[src/rtl/ddc_edid_reader.sv]
module ddc_edid_reader #(
  parameter int FIFO_DEPTH = 32,
  parameter int DIV_W      = 16,
  parameter logic [DIV_W-1:0] DIV_INIT = DIV_W'(124)
) (
  input  logic             clk,
  input  logic             rst_n,
  input  logic [5:0]       reg_addr,
  input  logic [DIV_W-1:0] reg_wdata,
  input  logic             reg_we,
  input  logic             reg_re,
  output logic [DIV_W-1:0] reg_rdata,
  output logic             ddc_scl_oe,
  output logic             ddc_sda_oe,
  input  logic             ddc_sda_i,
  output logic             irq
);
  localparam int PTR_W = $clog2(FIFO_DEPTH);
  localparam int CNT_W = $clog2(FIFO_DEPTH + 1);
  localparam logic [CNT_W-1:0] FULL = CNT_W'(FIFO_DEPTH);
  localparam logic [PTR_W-1:0] LASTP = PTR_W'(FIFO_DEPTH - 1);

  typedef enum logic [2:0] {S_IDLE, S_START, S_TX, S_RX, S_STOP} st_t;
  typedef enum logic [1:0] {P_AW, P_SUB, P_AR, P_DATA} seg_t;

  st_t  st;
  seg_t seg;
  logic [1:0]       q;
  logic [3:0]       bitn;
  logic [7:0]       sh;
  logic             ack_r, last_r, combo_r, probe_r, poked;
  logic             done_f, err_f, conn_f, disc_f;
  logic [DIV_W-1:0] qcnt, div_r;
  logic [17:0]      ivl;
  logic [7:0]       sub_r, param_r;
  logic [6:0]       dev_r;
  logic [1:0]       sel_r, sync;
  logic [7:0]       mem [FIFO_DEPTH];
  logic [PTR_W-1:0] wptr, rptr;
  logic [CNT_W-1:0] fcnt;

  wire sda_s    = sync[1];
  wire busy     = st != S_IDLE;
  wire tick     = qcnt >= div_r;
  wire sw_go    = reg_we && reg_addr == 6'h04 && reg_wdata[6] && !busy;
  wire ivl_hit  = ivl >= {param_r, 10'd0};
  wire probe_go = !busy && !sw_go && poked && sel_r != 2'b00 && ivl_hit;
  wire go       = sw_go || probe_go;
  wire op_end   = busy && tick && q == 2'd3;
  wire stop_end = op_end && st == S_STOP;
  wire clr_st   = reg_we && reg_addr == 6'h28 && reg_wdata[4];
  wire clr_fifo = reg_we && reg_addr == 6'h20 && reg_wdata[7];
  wire do_push  = op_end && st == S_RX && bitn == 4'd8 && fcnt < FULL;
  wire do_pop   = reg_re && reg_addr == 6'h24 && fcnt != '0;

  assign irq = done_f | conn_f | disc_f;

  always_ff @(posedge clk or negedge rst_n)
    if (!rst_n) sync <= 2'b11;
    else        sync <= {sync[0], ddc_sda_i};

  always_ff @(posedge clk or negedge rst_n)
    if (!rst_n) begin
      sub_r <= '0; dev_r <= '0; div_r <= DIV_INIT; param_r <= 8'h80; sel_r <= '0;
    end else if (reg_we) begin
      case (reg_addr)
        6'h0C: sub_r   <= reg_wdata[7:0];
        6'h10: dev_r   <= reg_wdata[6:0];
        6'h14: div_r   <= reg_wdata;
        6'h34: param_r <= reg_wdata[7:0];
        6'h38: sel_r   <= reg_wdata[1:0];
        default: ;
      endcase
    end

  always_ff @(posedge clk or negedge rst_n)
    if (!rst_n) begin
      qcnt <= '0; ivl <= '0;
    end else begin
      qcnt <= (go || tick) ? '0 : qcnt + 1'b1;
      if (busy || !poked || sel_r == 2'b00) ivl <= '0;
      else if (tick && !ivl_hit)            ivl <= ivl + 1'b1;
    end

  always_ff @(posedge clk or negedge rst_n)
    if (!rst_n) begin
      done_f <= 1'b0; err_f <= 1'b0; conn_f <= 1'b0; disc_f <= 1'b0;
    end else begin
      done_f <= (done_f & ~clr_st) | (stop_end & ~probe_r);
      err_f  <= (err_f  & ~clr_st) | (stop_end & ~probe_r & ~ack_r);
      conn_f <= (conn_f & ~clr_st) | (stop_end & probe_r &  ack_r & sel_r[0]);
      disc_f <= (disc_f & ~clr_st) | (stop_end & probe_r & ~ack_r & sel_r[1]);
    end

  always_ff @(posedge clk or negedge rst_n)
    if (!rst_n) begin
      st <= S_IDLE; seg <= P_AW; q <= '0; bitn <= '0; sh <= '0;
      ack_r <= 1'b0; last_r <= 1'b0; combo_r <= 1'b0; probe_r <= 1'b0; poked <= 1'b0;
    end else if (go) begin
      st <= S_START; seg <= P_AW; q <= '0;
      combo_r <= sw_go & reg_wdata[5];
      probe_r <= probe_go;
      poked   <= 1'b1;
    end else if (busy && tick) begin
      q <= q + 1'b1;
      if (q == 2'd2) begin
        if (st == S_TX && bitn == 4'd8) ack_r <= ~sda_s;
        if (st == S_RX && bitn != 4'd8) sh <= {sh[6:0], sda_s};
      end
      if (q == 2'd3) begin
        case (st)
          S_START: begin
            st <= S_TX; bitn <= '0; sh <= {dev_r, seg == P_AR};
          end
          S_TX:
            if (bitn != 4'd8) begin
              bitn <= bitn + 1'b1; sh <= {sh[6:0], 1'b0};
            end else if (!ack_r) st <= S_STOP;
            else case (seg)
              P_AW:  if (combo_r) begin seg <= P_SUB; sh <= sub_r; bitn <= '0; end
                     else st <= S_STOP;
              P_SUB: begin seg <= P_AR; st <= S_START; end
              P_AR:  begin seg <= P_DATA; st <= S_RX; bitn <= '0; end
              default: st <= S_STOP;
            endcase
          S_RX: begin
            if (bitn == 4'd7) last_r <= fcnt >= FULL - 1'b1;
            if (bitn != 4'd8)  bitn <= bitn + 1'b1;
            else if (last_r)   st <= S_STOP;
            else               bitn <= '0;
          end
          S_STOP:  st <= S_IDLE;
          default: st <= S_IDLE;
        endcase
      end
    end

  always_ff @(posedge clk)
    if (do_push) mem[wptr] <= sh;

  always_ff @(posedge clk or negedge rst_n)
    if (!rst_n) begin
      wptr <= '0; rptr <= '0; fcnt <= '0;
    end else if (clr_fifo) begin
      wptr <= '0; rptr <= '0; fcnt <= '0;
    end else begin
      if (do_push) wptr <= (wptr == LASTP) ? '0 : wptr + 1'b1;
      if (do_pop)  rptr <= (rptr == LASTP) ? '0 : rptr + 1'b1;
      fcnt <= fcnt + CNT_W'(do_push) - CNT_W'(do_pop);
    end

  logic scl_hi, sda_hi;
  always_comb begin
    scl_hi = 1'b1;
    sda_hi = 1'b1;
    case (st)
      S_START: begin scl_hi = q == 2'd1 || q == 2'd2; sda_hi = q < 2'd2; end
      S_TX:    begin scl_hi = q == 2'd1 || q == 2'd2; sda_hi = (bitn == 4'd8) | sh[7]; end
      S_RX:    begin scl_hi = q == 2'd1 || q == 2'd2; sda_hi = (bitn != 4'd8) | last_r; end
      S_STOP:  begin scl_hi = q != 2'd0; sda_hi = q >= 2'd2; end
      default: ;
    endcase
  end
  assign ddc_scl_oe = ~scl_hi;
  assign ddc_sda_oe = ~sda_hi;

  always_comb begin
    reg_rdata = '0;
    case (reg_addr)
      6'h04: begin reg_rdata[6] = busy; reg_rdata[5] = combo_r; end
      6'h0C: reg_rdata[7:0] = sub_r;
      6'h10: reg_rdata[6:0] = dev_r;
      6'h14: reg_rdata = div_r;
      6'h24: reg_rdata[7:0] = mem[rptr];
      6'h28: begin
        reg_rdata[0] = done_f; reg_rdata[1] = err_f;
        reg_rdata[6] = conn_f; reg_rdata[7] = disc_f;
      end
      6'h30: reg_rdata[7:2] = 6'(fcnt);
      6'h34: reg_rdata[7:0] = param_r;
      6'h38: reg_rdata[1:0] = sel_r;
      default: ;
    endcase
  end
endmodule

[config.mk]
export PLATFORM = sky130hd
export DESIGN_NAME = ddc_edid_reader
export DESIGN_NICKNAME = d
export VERILOG_FILES = /design/src/rtl/ddc_edid_reader.sv
export SDC_FILE = /design/constraint.sdc
export NUM_CORES = 1
export LEC_CHECK = 0
export ABC_AREA = 1
export BUFFER_PORTS_ARGS = -buffer_cell sky130_fd_sc_hd__buf_2
export CORE_ASPECT_RATIO = 2
export CORE_MARGIN = 3
export CORE_UTILIZATION = 39
export DETAILED_ROUTE_END_ITERATION = 10
export SYNTH_ARGS = -nofsm -noshare
export SYNTH_HDL_FRONTEND = slang
export SYNTH_SLANG_ARGS = --single-unit
[constraint.sdc]
create_clock -name clk -period 6.9 [get_ports clk]
set_input_delay 0.345 -clock clk [delete_from_list [all_inputs] [get_ports clk]]
set_output_delay 0.345 -clock clk [all_outputs]
set_load 0.02 [all_outputs]
; Yosys cells after proc, flatten, opt, wreduce, memory -nomap -nowiden
; Memory sizes are Yosys's and may differ from the RTL's.
; Cells that the tools add are included.
[totals]
mem_count = 1
ram_bits = 256
register_bits = 121
in_bits = 27
out_inout_bits = 19
[memory_table]
columns = name, depth, word_bits, rd, rd_ports_with_merged_regs, write_ports, line_no
row1 = mem, 32, 8, 1, 0, 1, 38  ; logic [7:0] mem [FIFO_DEPTH];
[classes]
eq_ne = 34
magnitude_cmp = 6
add_sub_neg = 8
reduce_logical = 58
muxes = 55
bitwise_logic = 27
[op_table]
columns = operator, count
row1 = 8-bit 2-to-1 mux, 8
row2 = "6-bit == test, second input constant", 6
row3 = 18-bit 2-to-1 mux, 2
row4 = 5-bit 2-to-1 mux, 6
row5 = 3-bit 2-to-1 mux, 8
row6 = 1-bit logical AND, 22
row7 = 4-bit 2-to-1 mux, 5
row8 = "18-bit by 1-bit adder with 18-bit output, second input constant", 1
row9 = 18-bit greater-or-equal comparator, 1
row10 = 2-bit 2-to-1 mux, 9
row11 = 3-bit one-hot mux with 3 select lines, 2
row12 = 3-bit one-hot mux with 6 select lines, 1
row13 = 2-bit nonzero test, 9
row14 = "16-bit by 1-bit adder with 16-bit output, second input constant", 1
row15 = 16-bit greater-or-equal comparator, 1
row16 = 16-bit 2-to-1 mux, 1
row17 = 8-bit one-hot mux with 2 select lines, 1
row18 = 2-bit one-hot mux with 7 select lines, 1
row19 = 1-bit AND, 12
row20 = "6-bit by 5-bit == test with 1-bit output, second input constant", 2
row21 = "3-bit inequality test, second input constant", 4
row22 = 4-bit one-hot mux with 3 select lines, 1
row23 = 2-bit AND reduction, 6
row24 = "5-bit by 1-bit adder with 5-bit output, second input constant", 2
row25 = 46 further kinds, 76

; Depth between registers and ports, before layout
; Gate-level depths: netlist (run 1).
[logic_depth]
word_depth = 12
mapped_depth = 24
mapped_depth_nobuf = 23

; Worst setup path after synthesis (run 1)
; No wires, ideal clock.
[synth_path]
path_type = flip-flop to flip-flop
from = reg div_r[5]
to = reg fcnt[4]
setup_time_ps = 123
arrival_ps = 3043
path_slack_ps = 3734
path_stages_with_launch = 24
required_ps = 6777
synth_period_minus_slack_ps = 3166
path_cell_list = dfstp_2 -> inv_1 -> ha_1 -> nand2_1 -> inv_1 -> nand2_1 -> nor2_1 -> nor2_1 -> nand2_1 -> nand2_1 -> nand2_4 -> nand4_4 -> buf_6 -> ha_1 -> inv_1 -> ha_1 -> fa_1 -> nand2_1 -> inv_1 -> nor2_1 -> nor2_1 -> nor2_1 -> xor2_1 -> nor2_1
[synth_between]
elab_chain_cells = 9
[synth_lines]
columns = item, line_no
row1 = from (decl), 33  ; logic [DIV_W-1:0] qcnt, div_r;
row2 = from (signal assigned), 69  ; 6'h14: div_r <= reg_wdata;
row3 = 16-bit greater-or-equal comparator, 44  ; wire tick = qcnt >= div_r;
row4 = 1-bit logical AND (2 in series), 49  ; wire op_end = busy && tick && q == 2'd3;
row5 = 1-bit logical AND (3 in series), 53  ; wire do_push = op_end && st == S_RX && bitn == 4'd8 && fcnt < FULL;
row6 = 6-bit by 1-bit adder with 6-bit output, 149  ; fcnt <= fcnt + CNT_W'(do_push) - CNT_W'(do_pop);
row7 = 6-bit by 1-bit subtractor with 6-bit output, 149
row8 = 6-bit 2-to-1 mux, 144  ; end else if (clr_fifo) begin
row9 = to (signal assigned), 149
row10 = to (decl), 40  ; logic [CNT_W-1:0] fcnt;
; Every way passes these cells.
; A chain may end at the register's enable or synchronous reset.

; Worst setup path in the final report (run 1)
[layout_path]
from = reg rptr[1]
to = out reg_rdata[6]
[layout_between]
elab_chain_cells = 2
[layout_lines]
columns = item, line_no
row1 = from (decl), 39  ; logic [PTR_W-1:0] wptr, rptr;
row2 = from (signal assigned), 148  ; if (do_pop) rptr <= (rptr == LASTP) ? '0 : rptr + 1'b1;
row3 = memory 32 x 8 bit, -
row4 = 1-bit one-hot mux with 8 select lines, 169  ; case (reg_addr)
row5 = to (decl), 12  ; output logic [DIV_W-1:0] reg_rdata,
; Every way passes these cells.

==> results of run 1 <==
[kinds of logic after synthesis]
kind of cell,Yosys count,share of synthesized area
buf+inv,223,0.0519
simple gates,859,0.205
mux,1,0.000558
fa+ha+maj,53,0.0374
xor+xnor,21,0.0103
compound gates,319,0.0962
flops,377,0.598
[registers in the layout, indices dropped and copies added (netlist names), 7 cells and up]
| name | count |
|---|---|
| dev_r | 7 |
| div_r | 16 |
| ivl | 18 |
| mem | 256 |
| param_r | 8 |
| qcnt | 16 |
| sh | 8 |
| sub_r | 8 |
[worst reg2reg max path: cells and delay by family, from the launching register on]
kind	cells	cell delay (ns)
xor gates and xnor gates	1	0.15
adders and majority gates	4	1.36
buffers and inverters	4	0.20
DFF	1	0.56
and+or+nand+nor	13	1.36
[worst max-delay path by stage]
stage / from / end / slack (ns) / depth (start not counted)
5_1_grt: rptr[1]$_DFFE_PN0P_ / reg_rdata[6] / 2.05 / 10
2_1_floorplan: div_r[5]$_DFFE_PN1P_ / fcnt[4]$_DFF_PN0_ / 3.73 / 23
3_3_place_gp: rptr[1]$_DFFE_PN0P_ / reg_rdata[6] / 2.85 / 10
6_report: rptr[1]$_DFFE_PN0P_ / reg_rdata[6] / 2.39 / 10
3_5_place_dp: rptr[1]$_DFFE_PN0P_ / reg_rdata[6] / 2.87 / 10
4_1_cts: rptr[1]$_DFFE_PN0P_ / reg_rdata[6] / 2.23 / 10
[Yosys cell counts, types with 25 or more instances]
master / n
inv_1: 140
clkbuf_1: 25
nand3_1: 82
buf_2: 33
ha_1: 52
nand2_1: 462
nor2_1: 179
edfxtp_1: 256
dfrtp_1: 113
a21oi_1: 107
o21ai_0: 135
o22ai_1: 37
nor3_1: 75
[cell type report]
class	count	area [um2]
Tap cell	560	701
Multi-Input combinational cell	1253	6270
Sequential cell	377	10700
Timing Repair Buffer	91	593
Clock buffer	48	946
Fill cell	4251	25400
Inverter	156	587
Clock inverter	9	72.6
[routing by layer]
metal / up-vias / global-route usage / routed length (um)
met1: 6407 / 0.200 / 16700
met3: 150 / 0.0188 / 1770
li1: 6416 / - / -
met4: 0 / 0.115 / 3040
met5: - / 0 / 0
met2: 394 / 0.391 / 27300
[through the flow]
stage	worst slack (ns)	utilization	total power [mW]	cells
after CTS	2.23	0.439	6.52	2494
final	2.39	0.440	6.48	2494
after detailed placement	2.87	0.415	4.73	2429
after global routing	2.05	0.440	6.81	2494
after floorplan	3.73	-	4.09	1853
after global placement	2.85	0.415	4.69	2429
[timing repair]
item	4_1_cts	5_1_grt
hold buffers	8	0
resized for setup	0	0
endpoints found under the hold margin	62	0
[where the power goes]
group | internal (mW) | leakage, nW | switching (mW)
clock | 0.980 | 0.505 | 0.821
combinational | 0.505 | 3.74 | 1.21
sequential | 2.74 | 3.84 | 0.223
total | 4.23 | 8.09 | 2.25
==> run metrics, run 1 <==
status=finished, final reports clean; Vias=13367; Design Area, Final=19900 um2; R2R depth=22; worst hold stages=3; most common cell after layout, fill and taps aside=nand2_1; cell row count=110; worst reg2reg startpoint=div_r[3]$_DFFE_PN1P_; Syn Inst Count=1853; Final min period=4.51 ns; DP HPWL=34600 um; die boundary width=158 um; sequential-to-total area share from yosys stat=0.598; critical path's most frequent cell=nand2_1; PwrDens=326 nW/um2; core box area=45300 um2; post-synth top area share=0.429; Hold Slack=0.0173 ns; synth top area cells=edfxtp_1, dfrtp_1, nand2_1; CTS tree=yes; crit-path leading delay family=buffers and inverters; DR vias/cell=5.36; Die Y=309 um; layout cell share with drive strength beyond 1=0.0931; Placer Congestion=0.938; VDD IR max=0.236 mV; diode count=0; # nets final=1990; total grt overflow=0; Ports=46; CP max stage cell=nand2_1; max frequency=222 MHz; Hold EP=div_r[12]$_DFFE_PN0P_; post-synthesis async set-or-reset flop share=0.321; RSZ-0062 raised after global routing=no; crit path max fanout=33; CP cell instances=inv_1 > nand2_1 > inv_1 > nand2_1 > nand3_1 > a21oi_1 > o21ai_0 > nand3_1 > nand2_1 > buf_2; Netlist Area Pre-Place=17900 um2; crit path launch type=flip-flop; Clock Tree Buf Depth=3; EDFF count, synth=256; DRT iter0 DRCs=832; mean cell area of the mapped netlist=9.67 um2; setup_tns=0 ns; top_reg_cell synth=edfxtp_1; most frequent cells in the layout=nand2_1, edfxtp_1, nor2_1, inv_1, o21ai_0; max-cap violations=0; DRC Markers=0; Clock Skew=0.0123 ns; H-tree depth=1; CP endpoint kind=output port; Hold Path Origin=reg_wdata[12]; initial antenna violation count=0; vias in the first global route=13475; DRT antenna net count=0; Setup Viol. Count Final=0; global-route wire length before repair=75100 um; Initial Utilization=0.396; Worst slew margin=0.0454; post-synth top area cell=edfxtp_1; Placed Area=18800 um2; YS warnings=0; 1st-pass router iterations=5; Min-Delay Path Class=input pin to flip-flop; flop2flop setup slack=3.16 ns; clock sinks=377; Root Buffer=clkbuf_16; reg-to-reg endpoint=fcnt[4]$_DFF_PN0_; Slew Viols, Final=0; Fin. Hold Viols=0; # Post-CTS Setup Buffers=0; Port-buffer cells=45; drt total wl=48800 um; die area=48700 um2; crit path kind=flip-flop to output port; Skew-Pair Late Insertion Delay=0.58 ns; Buf/Inv on CP=3; Worst Max-Slew Pin Slew=1.42 ns; #FFs+latches synth=377; fin crit share=0.654; Total GRT Usage=0.200; Num CTS Buffers=31; Distinct cells, synth=51; leak pwr=8.09 nW; Synthesized Nets=1933; Crit path largest cell delay=0.92 ns; Layout area overhead=11.0%; Worst-path clk slew=0.07 ns; DR WL/cell=19.6 um; largest net degree at the start of global routing=69; worst path arrival time=4.17 ns; WP data required=6.55 ns
No activity file was read; power rests on OpenSTA's default activity.
==> run 2: changes to the inputs <==
Settings changed: ABC_AREA 1 to 0.
Clock period 6.9 ns to 3.9 ns, I/O delays scaled along.
==> run metrics, run 2 <==
status=finished, final reports clean; Clock Skew=0.0211 ns (+0.00877 ns); Netlist Area Pre-Place=17200 um2 (-3.8%); post-synth top area share=0.446 (+0.0170); R2R depth=15 (-32%); Placer Congestion=0.888 (-5.4%); Buf/Inv on CP=1 (-2); RSZ-0062 raised after global routing=no; Hold EP=div_r[7]$_DFFE_PN0P_; DRT antenna net count=0 (unchanged); DRT iter0 DRCs=678 (-19%); # Post-CTS Setup Buffers=0 (unchanged); Ports=46 (unchanged); CP max stage cell=dfrtp_4; DRC Markers=0 (unchanged); Slew Viols, Final=0 (unchanged); Crit path largest cell delay=0.88 ns (-0.04 ns); EDFF count, synth=256 (unchanged); cell row count=108 (-1.8%); Skew-Pair Late Insertion Delay=0.54 ns (-0.04 ns); clock sinks=377 (unchanged); top_reg_cell synth=edfxtp_1; Syn Inst Count=1207 (-35%); DR vias/cell=5.76 (+7.5%); sequential-to-total area share from yosys stat=0.622 (+0.0237); mean cell area of the mapped netlist=14.3 um2 (+48%); Root Buffer=clkbuf_16; leak pwr=6.87 nW (-15%); WP data required=3.70 ns (-2.85 ns); layout cell share with drive strength beyond 1=0.203 (+0.110); crit path launch type=flip-flop; Largest register FFs=256 (unchanged); # fillers=3945 (-7.2%); Synthesized Nets=1287 (-33%); Setup Viol. Count Final=0 (unchanged); Initial Utilization=0.396 (+0.000424); CP cell instances=mux4_2 > mux2i_1 > o211ai_1 > a21oi_1 > o21ai_0 > buf_2; setup_tns=0 ns (unchanged); Min-Delay Path Class=input pin to flip-flop; die area=46900 um2 (-3.7%); synth top area cells=edfxtp_1, dfrtp_1, mux4_2; vias in the first global route=11191 (-17%); max frequency=281 MHz; Reg area=10700 um2 (about the same); H-tree depth=2 (+1); Multi-input gate area=6060 um2 (-3.3%); #FFs+latches synth=377 (unchanged); Final min period=3.56 ns; Worst-path clk slew=0.06 ns (about the same); most common cell after layout, fill and taps aside=edfxtp_1; Num CTS Buffers=34 (+9.7%); global-route wire length before repair=67600 um (-10%); Port-buffer cells=45 (unchanged); CTS tree=yes; PwrDens=507 nW/um2 (+56%); core box area=43500 um2 (-3.9%); post-synth top area cell=edfxtp_1; count leader, synth=edfxtp_1; Vias=10703 (-20%); Hold Slack=0.0401 ns (+0.0227 ns); top cells by count, synth=edfxtp_1, dfrtp_1, mux4_2; 1st-pass router iterations=8 (+3); diode count=0 (unchanged); crit path launch=rptr[0]$_DFFE_PN0P_; Fin. Hold Viols=0 (unchanged); # nets final=1362 (-32%); Worst Max-Slew Pin Slew=1.22 ns (-0.201 ns); Clock Tree Buf Depth=3 (unchanged); post-synthesis async set-or-reset flop share=0.321 (unchanged); worst hold stages=2 (-1); flop2flop setup slack=0.34 ns (-2.82 ns); Distinct cells, synth=68 (+33%); Die Y=303 um (-1.9%); CP endpoint kind=output port; Worst slew margin=0.182 (+0.137); most frequent cells in the layout=edfxtp_1, dfrtp_1, mux4_2, nor2_1, nand2_1; Total GRT Usage=0.191 (-0.00917); die boundary width=155 um (-1.8%); crit path max fanout=33 (unchanged); Layout Utilization=0.447 (+0.00786); max-cap violations=0 (unchanged); DR WL/cell=24.0 um (+23%); drt total wl=44600 um (-8.7%); largest register by flop count=mem; VDD IR max=0.362 mV (+54%); initial antenna violation count=0 (unchanged); worst path arrival time=3.37 ns (-0.80 ns); YS warnings=0 (unchanged); largest net degree at the start of global routing=65 (-5.8%); Hold Path Origin=reg_wdata[7]; Final Power=9.87 mW (+52%); DP HPWL=32400 um (-6.4%); crit-path leading delay family=multiplexers; worst reg2reg startpoint=qcnt[15]$_DFF_PN0_; biggest regs=mem x256, ivl x18; crit path kind=flip-flop to output port; Layout area overhead=12.9%; total grt overflow=0 (unchanged); fin crit share=0.913; reg-to-reg endpoint=fcnt[4]$_DFF_PN0_
-- run 2: cell count changes after synthesis, moves of 13 or more --
cell      before  now
nor3_1        75   24
and3_1         7   43
clkbuf_1      25   38
mux2_2         0   46
o22ai_1       37    8
o21ai_0      135   39
mux2i_1        1   19
a21oi_1      107   37
nand3_1       82   33
buf_2         33    7
nand2_1      462   67
inv_1        140   65
nor2_1       179   70
mux4_2         0   72
-- run 2: layout make-up --
class / count / area share
Sequential cell: 377 / 0.551
Multi-Input combinational cell: 711 / 0.312
Clock buffer: 54 / 0.0512
Tap cell: 550 / 0.0354
Timing Repair Buffer: 93 / 0.0332
Inverter: 65 / 0.0125
Clock inverter: 8 / 0.00495
-- run 2: layer usage --
metal | wire length [um] | track usage | vias to the layer above
met5 | 0 | 0 | -
met4 | 1880 | 0.0779 | 0
met3 | 1730 | 0.0238 | 90
met2 | 26300 | 0.387 | 276
met1 | 14700 | 0.191 | 5522
li1 | - | - | 4815
-- run 2: metrics by stage --
stage	std cells	area [um2]	setup WS [ns]
floorplan	1207	17200	0.348
global placement	1783	18200	0.368
detailed placement	1783	18200	0.343
CTS	1858	19500	0.261
global route	1858	19500	0.132
finish	1858	19500	0.338
-- run 2: kinds of logic (layout without fill, tap and decap cells) --
logic type | after synthesis | in the layout | synth area share
DFF | 377 | 377 | 0.622
AOI/OAI and AO/OA | 177 | 177 | 0.0689
adders and majority gates | 53 | 53 | 0.0389
and+or+nand+nor | 325 | 325 | 0.0985
muxes | 137 | 137 | 0.135
buffers and inverters | 119 | 220 | 0.0269
xor gates and xnor gates | 19 | 19 | 0.00965
-- run 2: power by group --
part	switching [mW]	internal, mW	total [mW]	leakage (nW)
clock network	1.49	1.84	3.33	0.524
registers	0.375	4.61	4.99	3.66
logic	0.893	0.660	1.55	2.68
-- run 2: how the worst max path moves through the flow --
stage / end / cells after the start
5_1_grt: reg_rdata[6] / 6
6_report: reg_rdata[4] / 6
3_3_place_gp: fcnt[4]$_DFF_PN0_ / 15
4_1_cts: reg_rdata[4] / 6
2_1_floorplan: fcnt[4]$_DFF_PN0_ / 17
3_5_place_dp: fcnt[4]$_DFF_PN0_ / 15
-- run 2: what timing repair did --
item,in CTS,in global routing
hold endpoints to repair,77,0
hold buffers,13,0
resized for setup,0,0
-- run 2: worst register-to-register path, stage by stage (launching register included) --
cell	delay [ns]
dfrtp_1	0.39
ha_1	0.34
and4_1	0.22
nand4_1	0.13
or4_1	0.60
a31oi_2	0.23
inv_1	0.07
ha_1	0.28
inv_1	0.04
ha_1	0.19
fa_1	0.40
a21oi_1	0.14
nor2_1	0.05
nor2_1	0.11
xor2_1	0.16
nor2_1	0.05
==> run 3: changes to the inputs <==
Settings changed: CORE_UTILIZATION 39 to 24, SETUP_SLACK_MARGIN set to 0.5.
==> run metrics, run 3 (synthesis gave the netlist of run 2 again) <==
status=finished, final reports clean; worst path arrival time=3.70 ns (+0.33 ns); H-tree depth=2 (unchanged); Slew Viols, Final=0 (unchanged); CP max stage cell=nor4bb_1; VDD IR max=0.346 mV (-4.7%); crit path kind=flip-flop to flip-flop; critical path's most frequent cell=nor2_1; crit-path leading delay family=simple AND/OR/NAND/NOR gates; DRT antenna net count=0 (unchanged); # fillers=7034 (+78%); Final min period=3.35 ns (-0.214 ns); core box area=71000 um2 (+63%); Worst-path clk slew=0.06 ns (about the same); Placer Congestion=0.876 (-1.3%); setup_tns=0 ns (unchanged); # nets final=1371 (+0.66%); 1st-pass router iterations=6 (-2); Buf/Inv on CP=2 (+1); Skew-Pair Late Insertion Delay=0.54 ns (about the same); CP cell instances=nor4bb_1 > and2_1 > nand2_1 > a31oi_4 > inv_1 > ha_1 > inv_1 > ha_2 > fa_2 > a21oi_2 > nor2_1 > nor2_1 > xor2_1 > nor2_1; fin cells=2228 (+20%); Placed Area=18700 um2 (+2.5%); Crit path largest cell delay=0.60 ns (-0.28 ns); crit path max fanout=4 (-88%); Initial Utilization=0.243 (-0.153); cell row count=138 (+28%); max frequency=299 MHz (+6.4%); Design Area, Final=20200 um2 (+3.7%); RSZ-0062 raised after global routing=yes; CP endpoint kind=flip-flop; leak pwr=6.98 nW (+1.7%); Layout Utilization=0.285 (-0.163); placed insts=2142 (+20%); most frequent cells in the layout=edfxtp_1, dfrtp_1, mux4_2, nor2_1, nand2_1; Min-Delay Path Class=input pin to flip-flop; Setup Viol. Count Final=0 (unchanged); Die Y=385 um (+27%); post-place setup slack=0.455 ns (+0.112 ns); DR WL/cell=20.3 um (-16%); Clock Tree Buf Depth=3 (unchanged); crit path launch type=flip-flop; Fin. Hold Viols=0 (unchanged); Worst slew margin=0.171 (-0.0111); Layout area overhead=17.1%; crit path launch=fcnt[5]$_DFF_PN0_; most common cell after layout, fill and taps aside=edfxtp_1; DRT iter0 DRCs=706 (+4.1%); largest net degree at the start of global routing=76 (+17%); worst reg2reg startpoint=fcnt[5]$_DFF_PN0_; total grt overflow=0 (unchanged); Clock Skew=0.0246 ns (+0.00355 ns); layout cell share with drive strength beyond 1=0.216 (+0.0132); initial antenna violation count=2 (+2); Worst Max-Slew Pin Slew=1.24 ns (+0.0232 ns); Root Buffer=clkbuf_16; PwrDens=511 nW/um2 (+0.83%); Hold Slack=0.0279 ns (-0.0121 ns); clock sinks=377 (unchanged); WP data required=4.25 ns (+0.55 ns); largest register by flop count=mem; DRC Markers=0 (unchanged); fin crit share=0.859 (-0.0548); Ports=46 (unchanged); Port-buffer cells=45 (unchanged); biggest regs=mem x256, ivl x18; drt total wl=45200 um (+1.3%); vias in the first global route=11134 (-0.51%); Vias=10661 (-0.39%); max-cap violations=0 (unchanged); DR vias/cell=4.79 (-17%); DP HPWL=32800 um (+1.0%); Hold Path Origin=reg_wdata[7]; Final Power=10.3 mW (+4.6%); die boundary width=196 um (+26%); die area=75300 um2 (+60%); CTS tree=yes; global-route wire length before repair=68800 um (+1.7%); slack of the critical path=0.552 ns (+0.214 ns); Total GRT Usage=0.118 (-0.0722); Num CTS Buffers=35 (+2.9%); Largest register FFs=256 (unchanged)
run 3: cell types whose count changed in the layout (fill, tap and decap cells not counted), sizes merged:
cell / before / now
bufinv: 1 / 7
diode: 0 / 2
clkinv: 4 / 8
clkinvlp: 2 / 3
clkbuf: 54 / 43
buf: 80 / 87
dlygate4sd3: 13 / 14
run 3: per-layer routing:
metal	share of wire	routed length, um	vias to the layer above	global-route usage
met4	0.063	2860	0	0.0686
met1	0.34	15500	5421	0.123
met3	0.043	1920	110	0.0140
met2	0.55	24900	302	0.226
li1	-	-	4828	-
met5	0	0	-	0
run 3: path summary, 6_finish.rpt:
kind	depth (start not counted)	endpoint	slack, ns
min in group asynchronous	2	ivl[8]$_DFFE_PN0P_	0.37
max in group asynchronous	3	rptr[0]$_DFFE_PN0P_	2.63
worst min-delay path	2	sub_r[7]$_DFFE_PN0P_	0.03
worst min register to register	0	sync[1]$_DFF_PN1_	0.36
worst max-delay path	14	fcnt[4]$_DFF_PN0_	0.55
worst max register to register	14	fcnt[4]$_DFF_PN0_	0.55
run 3: timing repair:
action                                  CTS  global route
gates resized for setup                   2             5
endpoints found under the setup margin    9             6
pin swaps                                 0             4
buffers inserted                          1             7
endpoints found under the hold margin    89             0
hold buffers                             14             0
run 3: worst reg2reg max path, cell delays in order, from the launching register on:
cell and delay, ns:
dfrtp_1 0.52, nor4bb_1 0.60, and2_1 0.33, nand2_1 0.14
a31oi_4 0.19, inv_1 0.06, ha_1 0.26, inv_1 0.04
ha_2 0.17, fa_2 0.36, a21oi_2 0.14, nor2_1 0.05
nor2_1 0.11, xor2_1 0.16, nor2_1 0.05
run 3: report_power, final:
group	total [mW]	leakage (nW)	switching (mW)	internal, mW
registers	4.96	3.66	0.348	4.61
logic	1.66	2.73	0.960	0.703
clock network	3.70	0.591	1.50	2.20
run 3: cell type report:
type	instances	area, um2	share of cell area
flip-flops and latches	377	10700	0.531
multi-input cells	711	6110	0.303
well taps	910	1140	0.0564
clock buffers	43	947	0.0469
repair buffers	101	728	0.0361
clock inverters	19	288	0.0143
inverters	65	244	0.0121
diodes	2	5.00	0.000248
